==> config.mk <==
export PLATFORM = sky130hd
export DESIGN_NAME = bitlane_mux
export DESIGN_NICKNAME = d
export VERILOG_FILES = /design/src/rtl/bitlane_mux_pkg.sv /design/src/rtl/blm_timing.sv /design/src/rtl/blm_select.sv /design/src/rtl/bitlane_mux.sv
export SDC_FILE = /design/constraint.sdc
export NUM_CORES = 1
export LEC_CHECK = 0
export CAP_MARGIN = 20
export CORE_UTILIZATION = 38
export CTS_CLUSTER_SIZE = 14
export DETAILED_ROUTE_END_ITERATION = 7
export GPL_TIMING_DRIVEN = 0
export SETUP_SLACK_MARGIN = 0.2
export SYNTH_ARGS = -nofsm -noshare
export SYNTH_HDL_FRONTEND = slang
export SYNTH_SLANG_ARGS = --single-unit
export TNS_END_PERCENT = 20
==> constraint.sdc <==
create_clock -name clk -period 3.7 [get_ports clk]
set_input_delay 0.555 -clock clk [delete_from_list [all_inputs] [get_ports clk]]
set_output_delay 0.555 -clock clk [all_outputs]
set_load 0.02 [all_outputs]
==> src/rtl/bitlane_mux_pkg.sv <==
package bitlane_mux_pkg;
  localparam int OCT_BITS = 8;
  localparam int SIG_BITS = 4;
  localparam int POS_BITS = 3;
endpackage

==> src/rtl/blm_timing.sv <==
module blm_timing
  import bitlane_mux_pkg::*;
#(
  parameter int NUM_CH = 4,
  parameter int SLOTS  = 32,
  localparam int CH_W   = $clog2(NUM_CH),
  localparam int PER_W  = CH_W + POS_BITS + 1,
  localparam int SLOT_W = $clog2(SLOTS),
  localparam int POS_W  = PER_W + SLOT_W
) (
  input  logic              clk,
  input  logic              rst,
  input  logic              fsync_i,
  output logic [POS_W-1:0]  pos_next_o,
  output logic              load_o,
  output logic              lock_next_o,
  output logic [SLOT_W-1:0] slot_o
);
  localparam int LAST = SLOTS * (1 << PER_W) - 1;

  logic             sync_d_q;
  logic             lock_q;
  logic [POS_W-1:0] pos_q;
  logic             start_w;

  assign start_w     = fsync_i & sync_d_q;
  assign lock_next_o = lock_q | start_w;

  always_comb begin
    if (start_w)                    pos_next_o = '0;
    else if (pos_q == POS_W'(LAST)) pos_next_o = '0;
    else                            pos_next_o = pos_q + POS_W'(1);
  end

  assign load_o = (pos_next_o[PER_W-1:0] == '0);

  always_ff @(posedge clk) begin
    if (rst) begin
      sync_d_q <= 1'b0;
      lock_q   <= 1'b0;
      pos_q    <= '0;
      slot_o   <= '0;
    end else begin
      sync_d_q <= fsync_i;
      lock_q   <= lock_next_o;
      pos_q    <= pos_next_o;
      slot_o   <= pos_next_o[POS_W-1:PER_W];
    end
  end

  p_restart_r2: assert property (@(posedge clk) disable iff (rst)
    (fsync_i && $past(fsync_i) && !$past(rst)) |=> (slot_o == '0));

  p_slot_hold_r7: assert property (@(posedge clk) disable iff (rst)
    (!start_w && (pos_q[PER_W-1:0] != '1)) |=> $stable(slot_o));

  p_wrap_r7: assert property (@(posedge clk) disable iff (rst)
    (!start_w && pos_q == POS_W'(LAST)) |=> (slot_o == '0));

  p_lone_pulse_r9: assert property (@(posedge clk) disable iff (rst)
    (fsync_i && !sync_d_q && !lock_q) |=> !lock_q);
endmodule

==> src/rtl/blm_select.sv <==
module blm_select
  import bitlane_mux_pkg::*;
#(
  parameter int NUM_CH = 4,
  localparam int CH_W  = $clog2(NUM_CH),
  localparam int PER_W = CH_W + POS_BITS + 1
) (
  input  logic                         clk,
  input  logic                         rst,
  input  logic                         load_i,
  input  logic [PER_W-1:0]             pos_i,
  input  logic [NUM_CH*OCT_BITS-1:0]   oct_i,
  input  logic [NUM_CH*SIG_BITS-1:0]   sig_i,
  output logic                         bit_o
);
  logic [NUM_CH*OCT_BITS-1:0] oct_q, oct_src;
  logic [NUM_CH*SIG_BITS-1:0] sig_q, sig_src;
  logic [CH_W-1:0]            ch;
  logic                       half;
  logic [POS_BITS-1:0]        bp;
  logic [OCT_BITS-1:0]        oct_lane;
  logic [SIG_BITS-1:0]        sig_lane;

  assign oct_src = load_i ? oct_i : oct_q;
  assign sig_src = load_i ? sig_i : sig_q;

  assign ch   = pos_i[CH_W-1:0];
  assign half = pos_i[CH_W];
  assign bp   = pos_i[PER_W-1 -: POS_BITS];

  assign oct_lane = oct_src[OCT_BITS*int'(ch) +: OCT_BITS];
  assign sig_lane = sig_src[SIG_BITS*int'(ch) +: SIG_BITS];

  always_comb begin
    if (!bp[2] || !half) bit_o = oct_lane[~bp];
    else                 bit_o = sig_lane[~bp[1:0]];
  end

  always_ff @(posedge clk) begin
    if (rst) begin
      oct_q <= '0;
      sig_q <= '0;
    end else if (load_i) begin
      oct_q <= oct_i;
      sig_q <= sig_i;
    end
  end

  p_capture_hold_r5: assert property (@(posedge clk) disable iff (rst)
    !load_i |=> ($stable(oct_q) && $stable(sig_q)));
endmodule

==> src/rtl/bitlane_mux.sv <==
module bitlane_mux
  import bitlane_mux_pkg::*;
#(
  parameter int NUM_CH = 4,
  parameter int SLOTS  = 32,
  localparam int CH_W   = $clog2(NUM_CH),
  localparam int PER_W  = CH_W + POS_BITS + 1,
  localparam int SLOT_W = $clog2(SLOTS),
  localparam int POS_W  = PER_W + SLOT_W
) (
  input  logic                       clk,
  input  logic                       rst,
  input  logic                       fsync_i,
  input  logic [NUM_CH*OCT_BITS-1:0] octets_i,
  input  logic [NUM_CH*SIG_BITS-1:0] sigs_i,
  output logic                       ser_o,
  output logic [SLOT_W-1:0]          slot_o
);
  logic [POS_W-1:0] pos_next;
  logic             load;
  logic             lock_next;
  logic             bit_w;

  blm_timing #(.NUM_CH(NUM_CH), .SLOTS(SLOTS)) timing_i (
    .clk(clk), .rst(rst), .fsync_i(fsync_i),
    .pos_next_o(pos_next), .load_o(load),
    .lock_next_o(lock_next), .slot_o(slot_o)
  );

  blm_select #(.NUM_CH(NUM_CH)) select_i (
    .clk(clk), .rst(rst), .load_i(load),
    .pos_i(pos_next[PER_W-1:0]),
    .oct_i(octets_i), .sig_i(sigs_i), .bit_o(bit_w)
  );

  always_ff @(posedge clk) begin
    if (rst) ser_o <= 1'b0;
    else     ser_o <= lock_next ? bit_w : 1'b0;
  end

  p_quiet_r6: assert property (@(posedge clk) disable iff (rst)
    !lock_next |=> !ser_o);

  p_reset_r1: assert property (@(posedge clk)
    rst |=> (rst -> (!ser_o && slot_o == '0)));
endmodule

==> metrics.csv, run 1 <==
metric;value;unit
post-route-period-util;0.771;
drtIter0Drc;122;
ys_types;47;
globalRoute.totalOverflow;0;
drc_errors;0;
io_pins;57;
worstPathMaxFanout;8;
cts_setup_buffers;0;
die_h;90.3;um
final_util;0.516;
cts_resized;0;
slew_viol_final;0;
grt_max_degree;11;
outcome;finished, final reports clean;
tns;0;ns
final-setup-viol-count;0;
synth_ff_type;dfxtp_1;
vias;2812;
wl_met2;3650;um
fp-row-count;31;
p_comb_frac;0.192;
detail-route-antenna-nets;0;
worstSetupPathType;reg -> reg;
worst_skew_pair.late_latency;0.34;ns
start_kind;register;
p_per_area;419;nW/um^2
slew_headroom;0.393;
routedWlPerCell;14.6;um
grt_pass1_vias;2660;
p_sw;0.454;mW
endpoint_kind;register;
dpl.hpwl;5860;um
cts_sinks;62;
cts_max_level;3;
finalHoldViolCount;0;
start_util;0.400;
grtUsageTotal;0.200;
dr_wl_met3;403;um
grt_pass1_wl;12900;um
io_buffers;55;
min_path_cells;2;
ir_drop;0.188;mV
p_seq_frac;0.466;
final_common_cell;nand2_1;
cp.required;3.91;ns
synth_edf_count;0;
drtPass1Iterations;4;
syn_nets;420;
die_width;90.3;um
worst_pin_slew;0.909;ns
syn_inst;368;
core-area;7410;sq um
fmax;351;MHz
die_area;8160;sq um
diodes;0;
synth-seq-area-share;0.419;
clkPwrFrac;0.343;
worst-r2r-cell-count;8;
postCtsHoldBufs;0;
ys_seq_elements;62;
cts_tree;done;
drive_gt1_frac;0.114;
dp.cells;522;
netlist_area;2960;sq um
cts_made_buffers;9;
async_flop_share;0;
synth_top_cells_by_area;dfxtp_1 (42%), nand2_1 (12%), a21oi_1 (7.6%);
wl_met1;3650;um
hold_class;reg -> reg;
gp_congestion;0.885;
antenna_found_initial;0;
clock_skew;0.00850;ns
layout.cells.non_filler;538;
p_int;1.15;mW
max-clock-path-buffers;2;
postSynthAreaPerCell;8.05;sq um
finalCriticalPeriod;2.85;ns
topRoutingLayerUsed;met4;
mostFrequentLayoutCells;nand2_1 (97), dfxtp_1 (62), clkdlybuf4s50_1 (55);
ys_warn_count;0;
p_leak;1.42;nW
synth_top_area_share;0.419;
arrival;3.06;ns
maxCapViolCount;0;
viasPerCell;5.23;
cts_root_buf;clkbuf_8;
rsz0062_at_grt;false;
nets;486;
netSwitchingFraction;0.284;
yosys.area.top_type;dfxtp_1;
totalWireLength;7840;um
cts.clk_slew.worst_paths;0.06;ns
syn_to_final_growth;29.0;%
[area by class of cell]
class	count	area, sq um
Buffer	28	149
Clock buffer	13	169
Clock inverter	3	17.5
Fill cell	759	3580
Inverter	3	11.3
Multi-Input combinational cell	275	1560
Sequential cell	62	1240
Tap cell	99	124
Timing Repair Buffer	55	551
[final timing paths]
| path | from | slack [ns] | endpoint |
|---|---|---|---|
| min reg2reg | select_i.sig_q[15] | 0.45 | select_i.sig_q[15] |
| min | select_i.sig_q[15] | 0.45 | select_i.sig_q[15] |
| max reg2reg | timing_i.pos_q[0] | 0.85 | ser_o |
| max | timing_i.pos_q[0] | 0.85 | ser_o |
[metal layers]
layer	global-route usage	up-vias
met5	0	-
met4	0.0565	0
met3	0.0564	13
met2	0.327	77
met1	0.258	1311
li1	-	1411
[cells in the mapped netlist, drive strengths merged (2+ instances only)]
| cell type | count |
|---|---|
| clkbuf | 13 |
| mux2i | 7 |
| buf | 15 |
| or3 | 2 |
| nand3 | 18 |
| a211oi | 2 |
| or2 | 3 |
| and2 | 3 |
| o21ai | 7 |
| nor2 | 28 |
| o31ai | 3 |
| a31oi | 4 |
| dfxtp | 62 |
| a221oi | 10 |
| xor2 | 4 |
| nand2 | 97 |
| xnor2 | 4 |
| mux2 | 8 |
| a32oi | 2 |
| nor3 | 2 |
| nand4 | 5 |
| a311oi | 3 |
| inv | 3 |
| a21oi | 46 |
| and3 | 5 |
| o31a | 2 |
[per-stage QoR]
step	hold slack, ns	total power, mW	instance area, sq um	worst slack, ns
2_1_floorplan	0.432	0.943	2960	1.30
3_3_place_gp	0.441	1.06	3640	0.643
3_5_place_dp	0.446	1.07	3640	0.622
4_1_cts	0.455	1.61	3820	0.838
5_1_grt	0.474	1.68	3820	0.594
6_report	0.454	1.60	3820	0.848
[power groups by stage]
stage                     Clock, mW  Combinational (mW)  Sequential (mW)
after floorplan                   0               0.192            0.751
after global placement            0               0.304            0.759
after detailed placement          0               0.306            0.760
after CTS                     0.561               0.308            0.746
after global routing          0.591               0.341            0.751
final                         0.549               0.307            0.746
[state kept, by name, indices dropped and copies added (netlist names)]
signal             count
timing_i.lock_q        1
select_i.oct_q        32
timing_i.pos_q        11
select_i.sig_q        16
timing_i.sync_d_q      1
ser_o                  1
[worst max-delay path, stage by stage (launching register included)]
cell and delay, ns:
dfxtp_1 0.51, ha_1 0.31, nand3_2 0.19, o31ai_4 0.54
mux2_1 0.39, a221oi_1 0.26, a21oi_1 0.11, a221oi_1 0.30
a211oi_1 0.10
[logic make-up after synthesis]
group	count (synthesis)	share of synthesized area
and+or+nand+nor	165	0.243
AOI/OAI and AO/OA	86	0.200
DFF	62	0.419
buffers and inverters	31	0.0540
muxes	15	0.0566
xor gates and xnor gates	8	0.0236
adders and majority gates	1	0.00422
Note: power is estimated with default switching activity, not from simulation.
==> run 2, diff against run 1 <==
clock period = 2.4 ns   (was 3.7 ns; I/O delays follow)
==> metrics.csv, run 2 (same netlist as run 1, synthesis figures left out) <==
metric;value;unit;change
post-route-period-util;0.972;;+0.202
io_buffers;55;;unchanged
wl_met1;3730;um;+2.2%
totalWireLength;8360;um;+6.6%
hold_class;reg -> reg;;
worstSetupPathType;reg -> reg;;
viasPerCell;5.21;;-0.23%
cts_tree;done;;
cts_max_level;3;;unchanged
postCtsHoldBufs;0;;unchanged
p_per_area;652;nW/um^2;+56%
diodes;0;;unchanged
drc_errors;0;;unchanged
clock_skew;0.00889;ns;+0.000386 ns
dr_wl_met3;491;um;+22%
cts_sinks;62;;unchanged
worstPathMaxFanout;5;;-3
grtUsageTotal;0.211;;+0.0111
io_pins;57;;unchanged
routedWlPerCell;15.2;um;+4.5%
die_width;90.3;um;unchanged
largest_register_ffs;32;;unchanged
final_common_cell;nand2_1;;
fmax;428;MHz;+22%
topRoutingLayerUsed;met4;;
cts_made_buffers;9;;unchanged
cp_slowest_cell;dfxtp_4;;
die_h;90.3;um;unchanged
worst_pin_slew;0.511;ns;-0.398 ns
top_register;select_i.oct_q;;
path_cells;ha_4 -> and3_4 -> a31oi_4 -> buf_6 -> mux2_4 -> a221oi_4 -> o22ai_1 -> a32oi_2 -> a211oi_2;;
vias;2863;;+1.8%
drtIter0Drc;205;;+68%
power.total;2.73;mW;+71%
placed_cell_area;3650;sq um;+0.45%
fp-row-count;31;;unchanged
critPathTopFamily;compound AO/OA/AOI/OAI gates;;
arrival;2.55;ns;-0.51 ns
p_leak;1.56;nW;+9.3%
critPathBufInv;1;;+1
gp_congestion;0.937;;+5.9%
final_cell_area;4190;sq um;+9.6%
die_area;8160;sq um;unchanged
syn_to_final_growth;41.4;%;
grt_pass1_wl;13500;um;+4.6%
start_kind;register;;
max_stage_delay;0.37;ns;-0.17 ns
slew_viol_final;0;;unchanged
nets;497;;+2.3%
grt_max_degree;12;;+1
reg.largest.list;select_i.oct_q x32, select_i.sig_q x16, timing_i.pos_q x11;;
wl_met2;3970;um;+8.7%
grt_pass1_vias;2763;;+3.9%
dpl.hpwl;5840;um;-0.41%
max-clock-path-buffers;2;;unchanged
outcome;finished, final reports clean;;
cts.clk_slew.worst_paths;0.07;ns;about the same
final_util;0.566;;+0.0493
start_util;0.400;;unchanged
endpoint_kind;register;;
finalCriticalPeriod;2.33;ns;-0.518 ns
globalRoute.totalOverflow;0;;unchanged
maxCapViolCount;0;;unchanged
core-area;7410;sq um;unchanged
detail-route-antenna-nets;0;;unchanged
slew_headroom;0.659;;+0.267
drive_gt1_frac;0.202;;+0.0883
final-setup-viol-count;0;;unchanged
cts_root_buf;clkbuf_8;;
drtPass1Iterations;4;;unchanged
mostFrequentLayoutCells;nand2_1 (96), dfxtp_1 (58), clkdlybuf4s50_1 (54);;
worst_skew_pair.late_latency;0.34;ns;about the same
rsz0062_at_grt;true;;
antenna_found_initial;0;;unchanged
ir_drop;0.362;mV;+93%
finalHoldViolCount;0;;unchanged
cp.required;2.62;ns;-1.29 ns
==> run 2: changes by cell type in the layout (fill, tap and decap cells not counted), moves of 4 or more <==
cell      before  now
clkbuf_1      14    8
a221oi_2       1    6
dfxtp_1       62   58
mux2i_1        7    3
buf_4          5   15
a221oi_1       9    3
o21ai_1        0    4
o21ai_0        7    2
==> run 2: metrics by stage <==
step | hold slack (ns) | TNS [ns] | std cells | setup WS, ns
global placement | 0.441 | -8.14 | 522 | -0.433
detailed placement | 0.448 | -9.61 | 522 | -0.485
finish | 0.455 | 0 | 549 | 0.0662
floorplan | 0.432 | 0 | 368 | 0.209
CTS | 0.453 | 0 | 545 | 0.0789
global route | 0.478 | -0.0147 | 549 | -0.0147
==> run 2: path summary, 6_finish.rpt <==
check        slack [ns]  cells after the start               start            endpoint
min reg2reg        0.45                      2  select_i.sig_q[15]  select_i.sig_q[15]
max                0.07                      9   timing_i.pos_q[0]               ser_o
max reg2reg        0.07                      9   timing_i.pos_q[0]               ser_o
min                0.45                      2  select_i.sig_q[15]  select_i.sig_q[15]
==> run 2: tightest hold or removal path, stage by stage (launching register included) <==
cell and delay, ns:
dfxtp_1 0.31, nand2_1 0.05, a21oi_1 0.05
==> run 2: power breakdown <==
part	total (mW)	leakage [nW]	switching [mW]	internal (mW)
clock network	1.01	0.114	0.413	0.599
logic	0.565	0.933	0.304	0.260
registers	1.16	0.509	0.0493	1.11
==> run 2: final cells by class <==
type	count	area, sq um
Clock inverter	4	51.3
Timing Repair Buffer	66	648
Inverter	3	11.3
Multi-Input combinational cell	275	1770
Fill cell	679	3220
Tap cell	99	124
Buffer	28	165
Clock buffer	12	176
Sequential cell	62	1250
==> run 2: timing repair <==
action	4_1_cts	5_1_grt
resized for setup	23	33
setup endpoints to repair	41	41
setup buffers	7	4
pin swaps	8	15
==> run 2: routing by layer <==
| layer | track usage | vias up |
|---|---|---|
| met4 | 0.0766 | 0 |
| li1 | - | 1438 |
| met1 | 0.279 | 1320 |
| met3 | 0.0522 | 15 |
| met5 | 0 | - |
| met2 | 0.335 | 90 |
==> run 3, diff against run 2 <==
CORE_MARGIN = 4   (was unset)
==> metrics.csv, run 3 (same netlist as run 1, synthesis figures left out) <==
metric;value;unit;change
slew_viol_final;0;;unchanged
fillCellCount;697;;+2.7%
reg.largest.list;select_i.oct_q x32, select_i.sig_q x16, timing_i.pos_q x11;;
p_leak;1.57;nW;+0.81%
fmax;441;MHz;+3.0%
core-area;7410;sq um;unchanged
rsz0062_at_grt;true;;
totalWireLength;8590;um;+2.7%
die_h;96.3;um;+6.6%
drc_errors;0;;unchanged
routedWlPerCell;15.6;um;+2.2%
critPathTopFamily;compound AO/OA/AOI/OAI gates;;
cts_sinks;62;;unchanged
postCtsHoldBufs;0;;unchanged
fp-row-count;31;;unchanged
drtPass1Iterations;4;;unchanged
io_pins;57;;unchanged
post-route-period-util;0.944;;-0.0281
dpl.hpwl;6020;um;+3.2%
drtIter0Drc;199;;-2.9%
grtUsageTotal;0.197;;-0.0143
grt_pass1_vias;2833;;+2.5%
diodes;0;;unchanged
viasPerCell;5.25;;+0.60%
drive_gt1_frac;0.194;;-0.00796
tns;0;ns;unchanged
path_cells;nand4_1 -> or3_1 -> and2_1 -> a2111oi_2 -> o221ai_2 -> a32oi_1 -> a211oi_1;;
use_met1;0.241;;-0.0378
dp.cells;522;;unchanged
die_width;96.3;um;+6.6%
final-setup-viol-count;0;;unchanged
top_register;select_i.oct_q;;
largest_register_ffs;32;;unchanged
antenna_found_initial;0;;unchanged
multiInputGateArea;1710;sq um;-2.9%
layout.cells.non_filler;552;;+0.55%
finalCriticalPeriod;2.27;ns;-0.0675 ns
start_kind;register;;
worst_pin_slew;0.516;ns;+0.00433 ns
maxCapViolCount;0;;unchanged
gp_congestion;0.882;;-5.9%
cts_made_buffers;9;;unchanged
busiest_layer;met2;;
outcome;finished, final reports clean;;
mostFrequentLayoutCells;nand2_1 (96), dfxtp_1 (59), clkdlybuf4s50_1 (54);;
vias;2896;;+1.2%
worst_skew_pair.late_latency;0.34;ns;about the same
syn_to_final_growth;40.1;%;
clock_skew;0.00512;ns;-0.00377 ns
grt_pass1_wl;13600;um;+1.1%
start_util;0.400;;unchanged
max-clock-path-buffers;2;;unchanged
cp_slowest_cell;dfxtp_1;;
finalHoldViolCount;0;;unchanged
slew_headroom;0.656;;-0.00289
cts_root_buf;clkbuf_8;;
endpoint_kind;register;;
cts_tree;done;;
arrival;2.49;ns;-0.06 ns
io_buffers;55;;unchanged
globalRoute.totalOverflow;0;;unchanged
worstPathMaxFanout;5;;unchanged
cts_max_level;3;;unchanged
hold_class;reg -> reg;;
cp.required;2.62;ns;about the same
cts.clk_slew.worst_paths;0.06;ns;about the same
use_met3;0.0508;;-0.00137
seqCellArea;1250;sq um;-0.10%
critPathBufInv;0;;-1
worstSetupPathType;reg -> reg;;
max_stage_delay;0.47;ns;+0.10 ns
detail-route-antenna-nets;0;;unchanged
final_common_cell;nand2_1;;
die_area;9280;sq um;+14%
nets;502;;+1.0%
met2_usage;0.328;;-0.00626
ir_drop;0.368;mV;+1.7%
p_per_area;632;nW/um^2;-3.0%
grt_max_degree;11;;-1
-- run 3: cell count changes in the layout (fill, tap and decap cells not counted), moves of 2 or more --
cell	change
mux2i_1	+2
clkbuf_2	+2
buf_2	-3
a221oi_2	+3
a221oi_1	-2
buf_4	+4
buf_6	+2
clkbuf_1	+2
-- run 3: worst reg2reg max path: stages (launching register included) --
cell and delay, ns:
dfxtp_1 0.47, nand4_1 0.23, or3_1 0.39, and2_1 0.20, a2111oi_2 0.37, o221ai_2 0.16
a32oi_1 0.22, a211oi_1 0.11
-- run 3: report_power, final --
part,internal [mW],switching (mW),leakage (nW)
registers,1.11,0.0478,0.508
logic,0.265,0.306,0.964
clock network,0.526,0.376,0.0956
total,1.90,0.730,1.57
-- run 3: stage by stage --
step           total power [mW]   util  worst slack (ns)  hold WS, ns  cell area [sq um]
2_1_floorplan              1.46      -             0.209        0.432               2980
3_3_place_gp               1.64  0.493            -0.420        0.441               3650
3_5_place_dp               1.65  0.493            -0.497        0.447               3650
4_1_cts                    2.62  0.557             0.157        0.457               4130
5_1_grt                    2.74  0.561            0.0754        0.465               4150
6_report                   2.63  0.561             0.134        0.453               4150
-- run 3: per-layer routing --
metal,vias to the layer above,share of wire
li1,1440,-
met1,1358,0.45
met2,81,0.48
met3,17,0.054
met4,0,0.020
met5,-,0
-- run 3: final timing paths --
path | to | from | depth (start not counted) | slack (ns)
worst max-delay path | ser_o | timing_i.pos_q[3] | 7 | 0.13
worst max register to register | ser_o | timing_i.pos_q[3] | 7 | 0.13
worst min register to register | select_i.sig_q[15] | select_i.sig_q[15] | 2 | 0.45
worst min-delay path | select_i.sig_q[15] | select_i.sig_q[15] | 2 | 0.45
-- run 3: area by class of cell --
class | instances | share of cell area
Clock inverter | 1 | 0.00723
Tap cell | 99 | 0.0298
Inverter | 3 | 0.00271
Multi-Input combinational cell | 275 | 0.413
Buffer | 28 | 0.0413
Timing Repair Buffer | 71 | 0.168
Clock buffer | 13 | 0.0383
Sequential cell | 62 | 0.300
-- run 3: timing repair --
| action | 4_1_cts | 5_1_grt |
|---|---|---|
| pin swaps | 17 | 8 |
| gates resized for setup | 36 | 19 |
| endpoints found under the setup margin | 41 | 41 |
| buffers inserted | 16 | 0 |
